--- config.mk ---
export PLATFORM = sky130hd
export DESIGN_NAME = rx_parity_trap
export DESIGN_NICKNAME = d
export VERILOG_FILES = /design/src/rtl/rpt_pkg.sv /design/src/rtl/rpt_lane_check.sv /design/src/rtl/rpt_datapath.sv /design/src/rtl/rpt_control.sv /design/src/rtl/rx_parity_trap.sv
export SDC_FILE = /design/constraint.sdc
export NUM_CORES = 1
export LEC_CHECK = 0
export BUFFER_PORTS_ARGS = -buffer_cell sky130_fd_sc_hd__clkbuf_2
export CORE_AREA = 2 2 53 55
export CTS_BUF_LIST = sky130_fd_sc_hd__clkbuf_4 sky130_fd_sc_hd__clkbuf_8 sky130_fd_sc_hd__clkbuf_16
export DETAILED_ROUTE_END_ITERATION = 10
export DIE_AREA = 0 0 55 57
export PLACE_DENSITY_LB_ADDON = 0.25
export RECOVER_POWER = 25
export SLEW_MARGIN = 20
export SYNTH_ARGS = -nofsm -noshare
export SYNTH_HDL_FRONTEND = slang
export SYNTH_SLANG_ARGS = --single-unit
--- constraint.sdc ---
create_clock -name clk -period 1.6 [get_ports clk]
set_input_delay 0.16 -clock clk [delete_from_list [all_inputs] [get_ports clk]]
set_output_delay 0.16 -clock clk [all_outputs]
set_load 0.005 [all_outputs]
--- src/rtl/rpt_pkg.sv ---
package rpt_pkg;

  typedef enum logic [1:0] {
    REQ_NONE = 2'b00,
    REQ_CPU  = 2'b01,
    REQ_DMA  = 2'b10,
    REQ_TEST = 2'b11
  } reqType_t;

  // Strobes from control to datapath
  typedef struct packed {
    logic loadErr;         // load the failing address
    logic restoreDefault;  // return capture register to its default
  } capStrobe_t;

endpackage

--- src/rtl/rpt_lane_check.sv ---
module rpt_lane_check #(
  parameter int BYTE_W = 8
) (
  input  logic [BYTE_W-1:0] laneByte,
  input  logic              laneParity,
  output logic              laneBad
);
  // Even parity: stored bit must equal XOR of the data bits
  assign laneBad = (^laneByte) != laneParity;
endmodule

--- src/rtl/rpt_datapath.sv ---
module rpt_datapath
  import rpt_pkg::*;
#(
  parameter int          ADDR_W       = 10,
  parameter int          LANES        = 4,
  parameter int          BYTE_W       = 8,
  parameter logic [9:0]  WINDOW_BASE  = 10'h200,
  parameter logic [9:0]  DEFAULT_ADDR = 10'h200,
  localparam int         LANE_W       = $clog2(LANES),
  localparam int         WORD_IDX_W   = ADDR_W - 1 - LANE_W,
  localparam int         DATA_W       = LANES * BYTE_W
) (
  input  logic                  clk,
  input  logic                  rstN,
  input  logic                  chkValid,
  input  logic [1:0]            chkRequester,
  input  logic [WORD_IDX_W-1:0] chkWordIdx,
  input  logic [DATA_W-1:0]     chkData,
  input  logic [LANES-1:0]      chkParity,
  input  capStrobe_t            strobes,
  output logic                  errHit,
  output logic [ADDR_W-1:0]     capAddr
);

  logic [LANES-1:0]  laneBad;
  logic [LANE_W-1:0] firstLane;
  logic              hostReq;
  logic [ADDR_W-1:0] errAddr;
  logic [ADDR_W-1:0] capReg;

  for (genvar g = 0; g < LANES; g++) begin : g_lane
    rpt_lane_check #(.BYTE_W(BYTE_W)) u_lane (
      .laneByte  (chkData[g*BYTE_W +: BYTE_W]),
      .laneParity(chkParity[g]),
      .laneBad   (laneBad[g])
    );
  end

  // Lowest failing lane wins: scan from the top down so lane 0 is last
  always_comb begin
    firstLane = '0;
    for (int i = LANES - 1; i >= 0; i--) begin
      if (laneBad[i]) firstLane = LANE_W'(i);
    end
  end

  always_comb begin
    hostReq = (reqType_t'(chkRequester) == REQ_CPU) ||
              (reqType_t'(chkRequester) == REQ_DMA);
    errHit  = chkValid && hostReq && (|laneBad);
    errAddr = WINDOW_BASE | ADDR_W'({chkWordIdx, firstLane});
  end

  // Capture register deliberately has no reset
  always_ff @(posedge clk) begin
    if (strobes.loadErr)             capReg <= errAddr;
    else if (strobes.restoreDefault) capReg <= DEFAULT_ADDR;
  end

  assign capAddr = capReg;

  p_restore_default_r5: assert property (@(posedge clk) disable iff (!rstN)
    strobes.restoreDefault |=> (capAddr == DEFAULT_ADDR))
    else $error("R5: capture register not restored to default");

  p_load_addr_r2: assert property (@(posedge clk) disable iff (!rstN)
    strobes.loadErr |=> (capAddr == $past(errAddr)))
    else $error("R2: failing address not loaded");

endmodule

--- src/rtl/rpt_control.sv ---
module rpt_control
  import rpt_pkg::*;
(
  input  logic       clk,
  input  logic       rstN,
  input  logic       errHit,
  input  logic       regRdEn,
  input  logic       dbgSuspend,
  output capStrobe_t strobes,
  output logic       errFlag
);

  logic readNow;

  always_comb begin
    readNow                = regRdEn && !dbgSuspend;
    // Capture only while unfrozen; a frozen register drops new errors
    strobes.loadErr        = errHit && !errFlag;
    strobes.restoreDefault = readNow && !strobes.loadErr;
  end

  always_ff @(posedge clk or negedge rstN) begin
    if (!rstN)                errFlag <= 1'b0;
    else if (strobes.loadErr) errFlag <= 1'b1;
    else if (readNow)         errFlag <= 1'b0;
  end

  p_flag_set_r3: assert property (@(posedge clk) disable iff (!rstN)
    (errHit && !errFlag) |=> errFlag)
    else $error("R3: flag not raised on parity error");

  p_read_clears_r6: assert property (@(posedge clk) disable iff (!rstN)
    (regRdEn && !dbgSuspend && errFlag) |=> !errFlag)
    else $error("R6: flag not cleared by register read");

  p_suspend_keeps_r7: assert property (@(posedge clk) disable iff (!rstN)
    (regRdEn && dbgSuspend && errFlag) |=> errFlag)
    else $error("R7: suspended read cleared flag");

endmodule

--- src/rtl/rx_parity_trap.sv ---
module rx_parity_trap
  import rpt_pkg::*;
#(
  parameter int          ADDR_W       = 10,
  parameter int          REG_W        = 32,
  parameter int          LANES        = 4,
  parameter int          BYTE_W       = 8,
  parameter logic [9:0]  WINDOW_BASE  = 10'h200,
  parameter logic [9:0]  DEFAULT_ADDR = 10'h200,
  localparam int         LANE_W       = $clog2(LANES),
  localparam int         WORD_IDX_W   = ADDR_W - 1 - LANE_W,
  localparam int         DATA_W       = LANES * BYTE_W
) (
  input  logic                  clk,
  input  logic                  rstN,
  input  logic                  chkValid,
  input  logic [1:0]            chkRequester,
  input  logic [WORD_IDX_W-1:0] chkWordIdx,
  input  logic [DATA_W-1:0]     chkData,
  input  logic [LANES-1:0]      chkParity,
  input  logic                  regRdEn,
  input  logic                  dbgSuspend,
  output logic [REG_W-1:0]      regRdData,
  output logic                  errFlag
);

  capStrobe_t        strobes;
  logic              errHit;
  logic [ADDR_W-1:0] capAddr;

  rpt_datapath #(
    .ADDR_W(ADDR_W), .LANES(LANES), .BYTE_W(BYTE_W),
    .WINDOW_BASE(WINDOW_BASE), .DEFAULT_ADDR(DEFAULT_ADDR)
  ) u_dp (
    .clk(clk), .rstN(rstN), .chkValid(chkValid), .chkRequester(chkRequester),
    .chkWordIdx(chkWordIdx), .chkData(chkData), .chkParity(chkParity),
    .strobes(strobes), .errHit(errHit), .capAddr(capAddr)
  );

  rpt_control u_ctl (
    .clk(clk), .rstN(rstN), .errHit(errHit), .regRdEn(regRdEn),
    .dbgSuspend(dbgSuspend), .strobes(strobes), .errFlag(errFlag)
  );

  assign regRdData = {{(REG_W-ADDR_W){1'b0}}, capAddr};

  p_frozen_hold_r4: assert property (@(posedge clk) disable iff (!rstN)
    (errFlag && !regRdEn) |=> $stable(capAddr))
    else $error("R4: frozen address changed");

  p_suspend_addr_r7: assert property (@(posedge clk) disable iff (!rstN)
    (errFlag && regRdEn && dbgSuspend) |=> $stable(capAddr))
    else $error("R7: suspended read changed address");

  p_capture_in_window_r2: assert property (@(posedge clk) disable iff (!rstN)
    errFlag |-> (capAddr >= WINDOW_BASE))
    else $error("R2: captured address outside window");

  p_collide_r10: assert property (@(posedge clk) disable iff (!rstN)
    (errFlag && errHit && regRdEn && !dbgSuspend) |=>
      (!errFlag && capAddr == DEFAULT_ADDR))
    else $error("R10: frozen collision not resolved in favour of read");

endmodule

==> results.ini <==
[outcome]
status=finished, violations left
violations=setup timing

[synth]
syn_inst=81
synth.distinct_cells=16
ys_warn_count=0
synth_top_area_cell=edfxtp_1
synth_area_leaders=edfxtp_1 30%, xnor2_1 20%, buf_4 19%
ys_ff_latch=10
synth-seq-area-share_pct=32.9
avgSynthCellArea_um2=11.1
post-synth-top-area-fraction_pct=30.1
syn_area_um2=898

[clock_tree]
cts.path.max_buffers=2
cts_tree=done
htreeDepth=1
cts_root_buffer=clkbuf_4
clk_latency_ps=260
clk_pin_slew_ps=60
numCtsBuffers=3
cts.sinks=10

[route]
drtAntennaViolNets=0
via_count=743
via_per_inst=4.13
drt_wl_total_um=1730
drt_iter0_drc=8
first_pass_iters=2
remaining_drc_errors=0
wl_per_cell_um=9.59

[power_and_ir_drop]
max-vdd-ir-drop_mv=0.597
leakage_uw=0.000680
power.density_mw_per_mm2=815

[layout]
fin_area_mm2=0.00129
drive_gt1_share_pct=51.0
final_cell_mix=58 x clkbuf_2, 23 x conb_1, 15 x xnor2_1
final_nets=200
syn2layout_area_growth_pct=44.0
final_common_cell=clkbuf_2
seqCellArea_um2=295
multiInputGateArea_um2=592
num_antenna_cells=0
fillers=276
postLayoutCoreUtil_pct=49.5

[timing]
fin_ws_ps=-121
drv_slew=0
period_share_pct=108
setup_viol=16
grt_setup_unrepaired=true
setup_tns_ps=-1570
max_freq_ghz=0.581
hold_viol_final=0
finClkSkew_ps=3.22
min_period_ps=1720
timing.hold.ws_ps=176

[critical_path]
worstPathMaxFanout=6
critPathArrivalTime_ps=1740
crit_chain=clkbuf_2, xnor2_2, xnor3_1, xnor2_2, o41a_1, nand2b_4
path_buf_inv=1
critical_path_class=primary input to flip-flop
cp_top_family=XOR/XNOR gates
slowest_delay_ps=500
cp-end-kind=flip-flop
crit_required_ps=1620
cpMostUsedCell=xnor2_2
r2r_setup_slack_ps=120
start_kind=primary input
crit_slowest_cell=o41a_1

[die]
pin_count=83
fp.dieH_um=57
die_x_um=55
start_util_pct=34.4
core_area_mm2=0.00262
rows=19
fp.dieArea_mm2=0.00314

[grt]
grt_pass1_wl_um=2500
antenna_found_initial=0
first_global_vias=681
grt_usage_pct=11.0
grt_max_degree=7
overflow=0

[place]
io_buffers=59
post_dp_cell_area_mm2=0.00118
routabilityCongestion=0.614
hpwlAfterDp_um=1370
dp_slack_ps=-436

[run]
maxCapViolCount=0

[worst_hold_path]
hp-class=primary input to flip-flop

## worst register-to-register path: cells and delay by family (launching register included)
kind	cells	cell delay (ps)
simple gates	2	500
flops	1	390
compound gates	1	310
## synthesized netlist by cell type
cell	number
a21o_1	1
and2_1	7
buf_4	23
conb_1	2
dfrtp_1	1
edfxtp_1	9
nand2b_1	3
nor2_1	1
nor2b_1	1
nor3_1	1
nor3b_1	1
o21ba_2	1
o41a_1	1
xnor2_1	21
xnor3_1	4
xor2_1	4
## registers in the layout, indices dropped and copies added (netlist names)
register and flops:
u_ctl.errFlag 1, u_dp.capAddr 9
## metrics by stage
stage	power, uW	std cells
floorplan	650	102
global placement	769	171
detailed placement	776	171
CTS	1020	178
global route	1130	180
finish	1050	180
## power by group
group / switching (uW) / total [uW] / internal, uW
Clock: 88.1 / 178 / 90.1
Sequential: 14.0 / 350 / 336
Combinational: 218 / 526 / 308
Total: 320 / 1050 / 734
## final timing paths
| kind | start | to | cells after the start |
|---|---|---|---|
| worst min-delay path | chkWordIdx[6] | u_dp.capAddr[8]$_SDFFCE_PN0P_ | 2 |
| max in group asynchronous | rstN | u_ctl.errFlag$_DFFE_PN0P_ | 2 |
| min in group asynchronous | rstN | u_ctl.errFlag$_DFFE_PN0P_ | 2 |
| worst max register to register | u_ctl.errFlag$_DFFE_PN0P_ | u_dp.capAddr[5]$_SDFFCE_PN0P_ | 3 |
| worst max-delay path | chkData[18] | u_dp.capAddr[5]$_SDFFCE_PN0P_ | 6 |
| worst min register to register | u_ctl.errFlag$_DFFE_PN0P_ | u_ctl.errFlag$_DFFE_PN0P_ | 2 |
## kinds of logic after synthesis
kind of cell | after synthesis | share of synthesized area, %
xor gates and xnor gates | 29 | 34.4
buffers and inverters | 23 | 19.2
other | 2 | 0.836
AOI/OAI and AO/OA | 3 | 3.20
and+or+nand+nor | 14 | 9.47
DFF | 10 | 32.9
## metal layers
layer | global-route usage [%] | up-vias | wire length (um)
met3 | 0.785 | 2 | 215
li1 | - | 359 | -
met5 | 0 | - | 0
met2 | 23.0 | 50 | 957
met4 | 5.23 | 0 | 11
met1 | 9.38 | 332 | 541
## layout make-up
class                      instances  share of cell area [%]
multi-input combinational         71                    45.7
timing repair buffer              64                    26.4
clock buffer                       3                    1.74
clock inverter                     1                   0.290
sequential                        10                    22.8
tap                               31                    3.00
## timing repair
item	4_1_cts	5_1_grt
hold buffers	1	0
hold endpoints to repair	1	0
setup endpoints to repair	16	16
resized for setup	3	5
pin swaps	2	7
buffers inserted	0	2
gates cloned	2	0
Power figures use the tool's default switching activity.
